File: src/rtl/hfc_pkg.sv
`timescale 1ns/1ps
package hfc_pkg;

  typedef enum logic [1:0] {
    PH_IDLE = 2'd0,
    PH_ACQ  = 2'd1,
    PH_FINE = 2'd2,
    PH_DONE = 2'd3
  } phase_e;

  // Round a nanosecond figure up to whole clock cycles.
  function automatic int ns_to_cyc(input int ns, input int clk_ns);
    return (ns + clk_ns - 1) / clk_ns;
  endfunction

  function automatic int max_of3(input int a, input int b, input int c);
    int m;
    m = (a > b) ? a : b;
    return (m > c) ? m : c;
  endfunction

  // Two-step result: coarse nibble on top of the fine nibble.
  function automatic logic [7:0] join_halves(input logic [3:0] hi, input logic [3:0] lo);
    return {hi, lo};
  endfunction

endpackage

File: src/rtl/hfc_strobe_edge.sv
`timescale 1ns/1ps
module hfc_strobe_edge (
  input  logic clk,
  input  logic rst_n,
  input  logic cs_n,
  input  logic wr_n,
  input  logic rd_n,
  output logic wr_fall,
  output logic wr_rise,
  output logic rd_fall,
  output logic rd_rise
);

  logic wr_d;
  logic rd_d;

  always_ff @(posedge clk or negedge rst_n) begin
    if (!rst_n) begin
      wr_d <= 1'b1;
      rd_d <= 1'b1;
    end else begin
      wr_d <= wr_n;
      rd_d <= rd_n;
    end
  end

  // Edges only count while the chip is selected.
  assign wr_fall = ~cs_n &  wr_d & ~wr_n;
  assign wr_rise = ~cs_n & ~wr_d &  wr_n;
  assign rd_fall = ~cs_n &  rd_d & ~rd_n;
  assign rd_rise = ~cs_n & ~rd_d &  rd_n;

endmodule

File: src/rtl/hfc_phase_timer.sv
`timescale 1ns/1ps
module hfc_phase_timer #(
  parameter int CNT_W = 7
) (
  input  logic             clk,
  input  logic             rst_n,
  input  logic             clr,
  input  logic             run,
  output logic [CNT_W-1:0] cnt
);

  localparam logic [CNT_W-1:0] TOP = '1;

  // Counts edges since the start edge; the start edge itself loads 1.
  always_ff @(posedge clk or negedge rst_n) begin
    if (!rst_n) begin
      cnt <= '0;
    end else if (clr) begin
      cnt <= CNT_W'(1);
    end else if (run && (cnt != TOP)) begin
      cnt <= cnt + CNT_W'(1);
    end
  end

endmodule

File: src/rtl/hfc_chan_latch.sv
`timescale 1ns/1ps
module hfc_chan_latch #(
  parameter int CH_BITS = 2,
  localparam int N_CH = 1 << CH_BITS
) (
  input  logic               clk,
  input  logic               rst_n,
  input  logic               load,
  input  logic [CH_BITS-1:0] addr,
  output logic [N_CH-1:0]    ch_sel
);

  logic [CH_BITS-1:0] ch_q;

  always_ff @(posedge clk or negedge rst_n) begin
    if (!rst_n) begin
      ch_q <= '0;
    end else if (load) begin
      ch_q <= addr;
    end
  end

  for (genvar i = 0; i < N_CH; i++) begin : g_dec
    assign ch_sel[i] = (ch_q == CH_BITS'(i));
  end

endmodule

File: src/rtl/hfc_sequencer.sv
`timescale 1ns/1ps
module hfc_sequencer
  import hfc_pkg::*;
#(
  parameter int HALF_W     = 4,
  parameter int CNT_W      = 7,
  parameter int SH_CONV_C  = 70,
  parameter int TH_CONV_C  = 83,
  parameter int RD_CONV_C  = 102,
  parameter int SH_ACQ_C   = 30,
  parameter int TH_ACQ_C   = 24,
  localparam int RES_W     = 2 * HALF_W
) (
  input  logic              clk,
  input  logic              rst_n,
  input  logic              cs_n,
  input  logic              rd_n,
  input  logic              bus_mode,
  input  logic              sh_sel,
  input  logic              wr_fall,
  input  logic              wr_rise,
  input  logic              rd_fall,
  input  logic              rd_rise,
  input  logic [CNT_W-1:0]  cnt,
  input  logic [HALF_W-1:0] coarse_code,
  input  logic [HALF_W-1:0] fine_code,
  output phase_e            phase,
  output logic              wr_mode_q,
  output logic              conv_start,
  output logic              coarse_take,
  output logic              fine_take,
  output logic [RES_W-1:0]  res_q,
  output logic              int_n,
  output logic              rdy_n,
  output logic              acq_o,
  output logic              hold_o,
  output logic              db_en
);

  logic              sh_q;
  logic [HALF_W-1:0] coarse_q;
  logic              int_q;
  logic [CNT_W-1:0]  conv_lim;
  logic [CNT_W-1:0]  acq_lim;
  logic              start_wr;
  logic              start_rd;
  logic              rel_take;
  logic              busy;

  always_comb begin
    if (wr_mode_q) begin
      conv_lim = sh_q ? CNT_W'(SH_CONV_C) : CNT_W'(TH_CONV_C);
    end else begin
      conv_lim = CNT_W'(RD_CONV_C);
    end
    acq_lim = sh_q ? CNT_W'(SH_ACQ_C) : CNT_W'(TH_ACQ_C);
  end

  assign busy        = (phase == PH_ACQ) || (phase == PH_FINE);
  assign start_wr    = wr_fall & bus_mode & ((phase == PH_IDLE) || (phase == PH_DONE));
  assign start_rd    = rd_fall & ~bus_mode & (phase == PH_IDLE);
  assign conv_start  = start_wr | start_rd;
  assign coarse_take = (phase == PH_ACQ) &
                       (wr_mode_q ? wr_rise : (cnt >= acq_lim));
  assign fine_take   = (phase == PH_FINE) &
                       ((wr_mode_q & rd_fall) | (cnt >= conv_lim));
  assign rel_take    = (phase == PH_DONE) & rd_rise & ~conv_start;

  always_ff @(posedge clk or negedge rst_n) begin
    if (!rst_n) begin
      phase     <= PH_IDLE;
      wr_mode_q <= 1'b0;
      sh_q      <= 1'b0;
      coarse_q  <= '0;
      res_q     <= '0;
      int_q     <= 1'b1;
    end else if (conv_start) begin
      phase     <= PH_ACQ;
      wr_mode_q <= bus_mode;
      sh_q      <= sh_sel;
      int_q     <= 1'b1;
    end else if (coarse_take) begin
      phase    <= PH_FINE;
      coarse_q <= coarse_code;
    end else if (fine_take) begin
      phase <= PH_DONE;
      res_q <= join_halves(coarse_q, fine_code);
      int_q <= 1'b0;
    end else if (rel_take) begin
      phase <= PH_IDLE;
      int_q <= 1'b1;
    end
  end

  assign int_n  = int_q;
  assign rdy_n  = ~(busy & ~wr_mode_q);
  assign acq_o  = (phase == PH_ACQ);
  assign hold_o = (phase == PH_FINE);
  assign db_en  = (phase == PH_DONE) & ~rd_n & ~cs_n;

endmodule

File: src/rtl/halfflash_ctrl.sv
`timescale 1ns/1ps
module halfflash_ctrl
  import hfc_pkg::*;
#(
  parameter int CLK_NS     = 10,
  parameter int CH_BITS    = 2,
  parameter int HALF_W     = 4,
  parameter int SH_CONV_NS = 700,
  parameter int TH_CONV_NS = 830,
  parameter int RD_CONV_NS = 1020,
  parameter int SH_ACQ_NS  = 300,
  parameter int TH_ACQ_NS  = 240,
  localparam int N_CH      = 1 << CH_BITS,
  localparam int RES_W     = 2 * HALF_W
) (
  input  logic               clk,
  input  logic               rst_n,
  input  logic               cs_n,
  input  logic               wr_n,
  input  logic               rd_n,
  input  logic [CH_BITS-1:0] addr,
  input  logic               bus_mode,
  input  logic               sh_sel,
  input  logic [HALF_W-1:0]  coarse_code,
  input  logic [HALF_W-1:0]  fine_code,
  output logic [N_CH-1:0]    ch_sel,
  output logic               acq_o,
  output logic               hold_o,
  output logic               rdy_n,
  output logic               int_n,
  output logic               db_en,
  output logic [RES_W-1:0]   db_out
);

  localparam int SH_CONV_C = ns_to_cyc(SH_CONV_NS, CLK_NS);
  localparam int TH_CONV_C = ns_to_cyc(TH_CONV_NS, CLK_NS);
  localparam int RD_CONV_C = ns_to_cyc(RD_CONV_NS, CLK_NS);
  localparam int SH_ACQ_C  = ns_to_cyc(SH_ACQ_NS, CLK_NS);
  localparam int TH_ACQ_C  = ns_to_cyc(TH_ACQ_NS, CLK_NS);
  localparam int MAX_C     = max_of3(SH_CONV_C, TH_CONV_C, RD_CONV_C);
  localparam int CNT_W     = $clog2(MAX_C + 2);

  // Named internal events, visible to the bound checker.
  logic             wr_fall;
  logic             wr_rise;
  logic             rd_fall;
  logic             rd_rise;
  logic             conv_start;
  logic             coarse_take;
  logic             fine_take;
  logic             wr_mode_q;
  logic             seq_busy;
  logic             seq_idle;
  logic [CNT_W-1:0] cnt;
  phase_e           phase;

  hfc_strobe_edge u_edge (
    .clk     (clk),
    .rst_n   (rst_n),
    .cs_n    (cs_n),
    .wr_n    (wr_n),
    .rd_n    (rd_n),
    .wr_fall (wr_fall),
    .wr_rise (wr_rise),
    .rd_fall (rd_fall),
    .rd_rise (rd_rise)
  );

  hfc_phase_timer #(.CNT_W(CNT_W)) u_timer (
    .clk   (clk),
    .rst_n (rst_n),
    .clr   (conv_start),
    .run   (seq_busy),
    .cnt   (cnt)
  );

  hfc_chan_latch #(.CH_BITS(CH_BITS)) u_chan (
    .clk    (clk),
    .rst_n  (rst_n),
    .load   (conv_start),
    .addr   (addr),
    .ch_sel (ch_sel)
  );

  hfc_sequencer #(
    .HALF_W    (HALF_W),
    .CNT_W     (CNT_W),
    .SH_CONV_C (SH_CONV_C),
    .TH_CONV_C (TH_CONV_C),
    .RD_CONV_C (RD_CONV_C),
    .SH_ACQ_C  (SH_ACQ_C),
    .TH_ACQ_C  (TH_ACQ_C)
  ) u_seq (
    .clk         (clk),
    .rst_n       (rst_n),
    .cs_n        (cs_n),
    .rd_n        (rd_n),
    .bus_mode    (bus_mode),
    .sh_sel      (sh_sel),
    .wr_fall     (wr_fall),
    .wr_rise     (wr_rise),
    .rd_fall     (rd_fall),
    .rd_rise     (rd_rise),
    .cnt         (cnt),
    .coarse_code (coarse_code),
    .fine_code   (fine_code),
    .phase       (phase),
    .wr_mode_q   (wr_mode_q),
    .conv_start  (conv_start),
    .coarse_take (coarse_take),
    .fine_take   (fine_take),
    .res_q       (db_out),
    .int_n       (int_n),
    .rdy_n       (rdy_n),
    .acq_o       (acq_o),
    .hold_o      (hold_o),
    .db_en       (db_en)
  );

  assign seq_busy = (phase == PH_ACQ) || (phase == PH_FINE);
  assign seq_idle = (phase == PH_IDLE);

endmodule

File: config.mk
export PLATFORM = sky130hd
export DESIGN_NAME = halfflash_ctrl
export DESIGN_NICKNAME = d
export VERILOG_FILES = /design/src/rtl/hfc_pkg.sv /design/src/rtl/hfc_strobe_edge.sv /design/src/rtl/hfc_phase_timer.sv /design/src/rtl/hfc_chan_latch.sv /design/src/rtl/hfc_sequencer.sv /design/src/rtl/halfflash_ctrl.sv
export SDC_FILE = /design/constraint.sdc
export NUM_CORES = 1
export LEC_CHECK = 0
export ABC_AREA = 1
export BUFFER_PORTS_ARGS = -buffer_cell sky130_fd_sc_hd__buf_4
export CAP_MARGIN = 30
export CORE_MARGIN = 3
export CORE_UTILIZATION = 25
export DETAILED_ROUTE_END_ITERATION = 16
export GPL_TIMING_DRIVEN = 0
export SYNTH_ARGS = -nofsm -noshare
export SYNTH_HDL_FRONTEND = slang
export SYNTH_SLANG_ARGS = --single-unit
File: constraint.sdc
create_clock -name clk -period 2.9 [get_ports clk]
set_clock_uncertainty 0.1 [all_clocks]
set_input_delay 0.145 -clock clk [delete_from_list [all_inputs] [get_ports clk]]
set_output_delay 0.145 -clock clk [all_outputs]
set_load 0.02 [all_outputs]
==> results of run 1 <==
[final cells by class]
class | count | area share, %
inverter | 31 | 5.385
sequential | 28 | 32.60
clock inverter | 1 | 1.390
multi-input combinational | 147 | 35.38
buffer | 2 | 1.042
timing repair buffer | 47 | 17.95
clock buffer | 3 | 1.911
tap | 75 | 4.343
[stage by stage]
| stage | power (mW) | hold WS, ps | setup slack (ps) | std cells |
|---|---|---|---|---|
| 2_1_floorplan | 1.354 | -250.6 | 1026 | 208 |
| 3_5_place_dp | 1.705 | -7.809 | 828.7 | 316 |
| 5_1_grt | 2.230 | 179.5 | 610.0 | 334 |
| 4_1_cts | 2.040 | 126.6 | 800.4 | 334 |
| 6_report | 2.013 | 135.5 | 805.0 | 334 |
| 3_3_place_gp | 1.680 | -5.950 | 830.9 | 316 |
[worst max-delay path, cell delays in order, from the launching register on]
cell and delay (ps):
dfrtp_1 440, inv_1 120, nor2_1 140, inv_1 60, ha_1 300, nand2_1 80
nand2_1 50, a21boi_1 140, nand4_2 150, nand2_4 130, buf_6 140, nand2_1 50
nand2_1 50, nand2_1 40
[cell usage after synthesis (all sizes together)]
cell,n,area share (%)
nor2,16,4.2
o21ai,14,4.4
buf,2,1.4
ha,11,8.6
dfstp,3,4.9
a21oi,3,1.2
dfrtp,25,39
inv,31,7.2
nand2,75,19
xor2,1,0.54
nor3,5,1.6
and2,1,0.39
nand4,4,1.9
a21boi,2,0.93
nand3,15,5.0
[metal layers]
layer	vias to the layer above	routed length, um	global-route usage, %
li1	754	-	-
met2	25	1551	15.98
met5	-	0	0
met4	0	25	1.983
met1	609	1743	14.02
met3	5	179	2.091
[cells by family after synthesis]
| kind of cell | Yosys count | synth area share (%) |
|---|---|---|
| AND/OR/NAND/NOR | 116 | 31.98 |
| AO/OA/AOI/OAI | 19 | 6.459 |
| XOR/XNOR | 1 | 0.5448 |
| buffers and inverters | 33 | 8.638 |
| flip-flops | 28 | 43.81 |
| adder cells (fa/ha/maj) | 11 | 8.560 |
[timing repair]
item / in CTS / in global routing
hold buffers: 14 / 0
endpoints found under the hold margin: 41 / 0
gates resized for setup: 0 / 0
[power by group through the flow]
stage | Sequential (mW) | Clock, mW | Combinational (mW)
after floorplan | 0.729 | 0 | 0.626
after global placement | 0.687 | 0 | 0.993
after detailed placement | 0.692 | 0 | 1.01
after CTS | 0.684 | 0.323 | 1.03
after global routing | 0.710 | 0.341 | 1.18
final | 0.682 | 0.315 | 1.02
[worst paths after layout]
| check | from | end | slack (ps) | cells after the start |
|---|---|---|---|---|
| max in group asynchronous | rst_n | u_seq.int_n | 2170 | 2 |
| max | u_seq.wr_mode_q | u_seq.phase[1] | 810 | 13 |
| min in group asynchronous | rst_n | u_seq.wr_mode_q | 220 | 2 |
| min reg2reg | u_seq.int_n | u_seq.int_n | 380 | 2 |
| min | cs_n | u_seq.wr_mode_q | 140 | 4 |
| max reg2reg | u_seq.wr_mode_q | u_seq.phase[1] | 810 | 13 |
[flip-flops by register name (all words and copies together) (netlist names)]
| signal | cells |
|---|---|
| u_seq.sh_q | 1 |
| u_edge.rd_d | 1 |
| u_seq.res_q | 8 |
| u_seq.phase | 2 |
| u_edge.wr_d | 1 |
| u_chan.ch_q | 2 |
| u_timer.cnt | 7 |
| u_seq.int_n | 1 |
| u_seq.coarse_q | 4 |
| u_seq.wr_mode_q | 1 |
==> results.tsv, run 1 <==
metric	value	unit
Root Driver	clkbuf_8	
final core occ	35.65	%
CP Max Fanout	10	
Fillers	652	
Slew headroom	75.23	%
initial drt markers	56	
maximum vdd drop	0.3186	mV
synth warn	0	
Top Ports	34	
FF/Latch Area	704.4	um2
CP Class	reg2reg	
WL final	3.499	mm
full die area	7430	um2
Final Hold Fails	0	
Leak	1.163	nW
RSZ-0062 raised after global routing	false	
Reg power frac	33.9	%
Slew Viols, Final	0	
CP endpoint kind	flop	
setup TNS	0	ps
DP Area	1949	um2
clock sinks	28	
routed length per instance	10.48	um
footprint of the multi-input gates	764.5	um2
FMAX	477.3	MHz
Synth Register Bits	28	
Net count, final	288	
diode count	0	
Period minus WS final	2095	ps
largest net degree at the start of global routing	29	
Avg Cell Area, Syn	7.730	um2
DR pass1 iterations	4	
Mapped Area	1608	um2
vias in the first global route	1396	
Max Cap Viol	0	
Port Buffers	33	
DRC	0	
PD cells	931.4	nW/um2
grt ovf	0	
Min-Delay Path Class	in2reg	
Switching Share	43.08	%
Syn Nets	236	
Worst-path clk slew	100	ps
first-pass GRT wire length	6.147	mm
sequential area share after synthesis	43.81	%
Final period util	72.24	%
P&R area growth vs syn	34.40	%
Switch Pwr	0.8671	mW
P_int	1.145	mW
most frequent cells in the layout	nand2_1, buf_4, inv_1	
CTS tree	yes	
CP arrival	2170	ps
status	complete, no violations	
Yosys cell types	23	
Worst Path Required	2980	ps
layout cells sized above 1	20.85	%
H-tree levels	1	
measured slew at the worst slew-check pin	368.8	ps
initial antenna violation count	0	
leading cell type in the layout, fill and taps excluded	nand2_1	
routed vias/inst	4.171	
Initial Util	26.53	%
routed via count	1393	
design area	2161	um2
GR Util All Layers	9.982	%
RePlAce Congestion	0.7886	
Clk network pwr share	15.7	%
Setup Buffers After CTS	0	
CTS Buffer Depth	2	
CTS buffer count	3	
dpl hpwl	2.671	mm
standard-cell rows	28	
Cells after Synth	208	
Die Width	86.20	um
Die H	86.20	um
final setup violating endpoints	0	
clk_lat worst skew	280	ps
Routed Antenna Nets	0	
critical path launch point type	flop	
core area	6061	um2
combinational power share	50.5	%
No activity file was read; power rests on OpenSTA's default activity.
==> inputs of run 2 (changes only) <==
--- a/config.mk
+++ b/config.mk
@@ -5,7 +5,7 @@
 export SDC_FILE = /design/constraint.sdc
 export NUM_CORES = 1
 export LEC_CHECK = 0
-export ABC_AREA = 1
+export ABC_AREA = 0
 export BUFFER_PORTS_ARGS = -buffer_cell sky130_fd_sc_hd__buf_4
 export CAP_MARGIN = 30
 export CORE_MARGIN = 3
==> constraint.sdc (replaced) <==
create_clock -name clk -period 1.79 [get_ports clk]
set_clock_uncertainty 0.1 [all_clocks]
set_input_delay 0.0895 -clock clk [delete_from_list [all_inputs] [get_ports clk]]
set_output_delay 0.0895 -clock clk [all_outputs]
set_load 0.02 [all_outputs]
==> run 2 against run 1 <==
Effect of this change: the flow now finishes with violations (negative setup slack); sequential share of layout area down 2.8 points; critical path depth down 5; synthesized area shrank 11%; global-route usage up 0.27 points; first-iteration DRC count down 27%; synthesized cell count down 38%; combinational power grew 130%; hold slack worse by 86 ps; fmax is 5.6% lower.
==> results.tsv, run 2 <==
metric	value	unit
status	complete, but fails checks	
failing checks	negative setup slack	
combinational power share	57.5	%
vias in the first global route	1122	
CP endpoint kind	flop	
Period minus WS final	2220	ps
Top Ports	34	
clock sinks	28	
Leak	1.066	nW
Final period util	124.0	%
dpl hpwl	2.170	mm
routed via count	1181	
Initial Util	26.90	%
largest register by flop count	u_seq.res_q	
Largest register FFs	8	
sequential area share after synthesis	49.08	%
area leader, netlist	dfrtp_1	
CP max-delay cell	dfrtp_1	
clk_lat worst skew	270	ps
Reg power frac	30.3	%
number of flops mapped to enable cells by yosys	0	
RePlAce Congestion	0.7511	
Commonest cells post-synth	dfrtp_1, mux2_2, nor2_1	
PD cells	1710	nW/um2
CTS tree	yes	
CTS Buffer Depth	2	
Worst-path clk slew	100	ps
most frequent cells in the layout	buf_4, dfrtp_1, dlygate4sd3_1	
Switching Share	38.35	%
WL final	3.494	mm
final setup violating endpoints	17	
setup TNS	-5757	ps
DR pass1 iterations	4	
Switch Pwr	1.556	mW
Cells after Synth	128	
standard-cell rows	26	
Port Buffers	33	
synth warn	0	
Die Width	81.77	um
Worst Path Required	1850	ps
Root Driver	clkbuf_8	
grt ovf	0	
diode count	0	
most frequent cell after synthesis	dfrtp_1	
CP Class	reg2reg	
Synth area leaders	dfrtp_1, mux2_2, ha_1	
setup ws final	-430.0	ps
Crit. path cell count	8	
full die area	6686	um2
R2R depth	8	
Max Cap Viol	0	
CTS buffer count	3	
Routed Antenna Nets	0	
share of the synthesized area in the top cell type	43.59	%
Yosys cell types	33	
FMAX	450.5	MHz
asr flop ratio synth	100.0	%
routed vias/inst	4.440	
CP max stage delay	410	ps
DRC	0	
Slew headroom	75.63	%
H-tree levels	1	
Syn Nets	156	
Final Hold Fails	0	
initial antenna violation count	0	
CP Max Fanout	5	
Most used DFF post-synth	dfrtp_1	
Die H	81.77	um
Avg Cell Area, Syn	11.21	um2
leading cell type in the layout, fill and taps excluded	buf_4	
critical path launch point type	flop	
Crit path max-delay family	compound AO/OA/AOI/OAI gates	
Cells on Worst Hold Path	3	
measured slew at the worst slew-check pin	365.6	ps
RSZ-0062 raised after global routing	true	
Clk network pwr share	12.2	%
routed length per instance	13.14	um
Net count, final	225	
P&R area growth vs syn	65.39	%
Buf/Inv on CP	2	
DP Area	1813	um2
layout cells sized above 1	50.51	%
Synth Register Bits	28	
largest net degree at the start of global routing	29	
Largest regs	u_seq.res_q: 8 flops, u_timer.cnt: 7 flops, u_seq.coarse_q: 4 flops	
Slew Viols, Final	0	
Min-Delay Path Class	in2reg	
design area	2374	um2
core area	5335	um2
CP arrival	2280	ps
GR Util All Layers	10.25	%
Mapped Area	1435	um2
initial drt markers	41	
maximum vdd drop	0.5440	mV
crit-path cells	inv_2 > ha_4 > o211ai_1 > a31oi_2 > o41a_1 > nor3_4 > buf_6 > mux2_2	
first-pass GRT wire length	5.264	mm
P_int	2.502	mW
[run 2: repair_timing]
| item | in CTS | in global routing |
|---|---|---|
| hold buffers | 14 | 0 |
| endpoints found under the setup margin | 24 | 24 |
| buffers inserted | 8 | 9 |
| gates resized for setup | 16 | 27 |
| pin swaps | 5 | 8 |
| cloned | 0 | 1 |
| hold endpoints to repair | 41 | 0 |
[run 2: worst reg2reg max path, delay by kind of cell (launching register included)]
family,cells,cell delay (ps)
DFF,1,410
adders and majority gates,1,190
muxes,1,330
and+or+nand+nor,1,220
AOI/OAI and AO/OA,3,630
buffers and inverters,2,240
[run 2: per-stage QoR]
step	cells	hold slack, ps	worst slack, ps	total power [mW]	util [%]
finish	266	49.70	-430.0	4.058	44.49
floorplan	128	-306.1	-412.4	2.336	-
global placement	231	-59.68	-681.1	2.875	33.98
CTS	257	25.68	-423.9	3.696	40.38
global route	266	58.64	-519.6	4.383	44.49
detailed placement	231	-61.70	-676.9	2.917	33.98
[run 2: routing by layer]
| layer | global-route usage, % | wire [um] | vias up |
|---|---|---|---|
| li1 | - | - | 587 |
| met1 | 13.75 | 1608 | 567 |
| met2 | 16.72 | 1723 | 22 |
| met3 | 1.645 | 126 | 5 |
| met4 | 3.488 | 36 | 0 |
| met5 | 0 | 0 | - |
[run 2: cell families (layout without fill, tap and decap cells)]
family                     Yosys count  after routing  share of synthesized area, %
muxes                               14             14                         10.99
xor gates and xnor gates             5              5                         3.052
buffers and inverters               12             80                         3.225
DFF                                 28             28                         49.08
AOI/OAI and AO/OA                   16             16                         7.934
adders and majority gates           11             11                         9.590
and+or+nand+nor                     42             42                         16.13
[run 2: layout make-up]
type / instances / area [um2]
fillers: 517 / 2962
multi-input cells: 88 / 875.8
flip-flops and latches: 28 / 706.9
repair buffers: 65 / 574.3
well taps: 70 / 87.58
clock buffers: 3 / 41.29
inverters: 10 / 37.54
clock inverters: 1 / 30.03
plain buffers: 1 / 20.02
[run 2: path summary, 6_finish.rpt]
path / from / to / slack (ps)
min: wr_n / u_seq.wr_mode_q / 50
min in group asynchronous: rst_n / u_timer.cnt[1] / 160
min reg2reg: u_seq.coarse_q[0] / u_seq.res_q[4] / 410
max in group asynchronous: rst_n / u_edge.rd_d / 1110
max reg2reg: u_seq.sh_q / u_seq.res_q[6] / -430
max: u_seq.sh_q / u_seq.res_q[6] / -430
[run 2: power by group through the flow]
stage | registers (mW) | logic (mW) | clock network, mW
finish | 1.23 | 2.33 | 0.495
global route | 1.28 | 2.57 | 0.542
CTS | 1.22 | 1.95 | 0.519
detailed placement | 1.24 | 1.67 | 0
global placement | 1.24 | 1.64 | 0
floorplan | 1.30 | 1.04 | 0
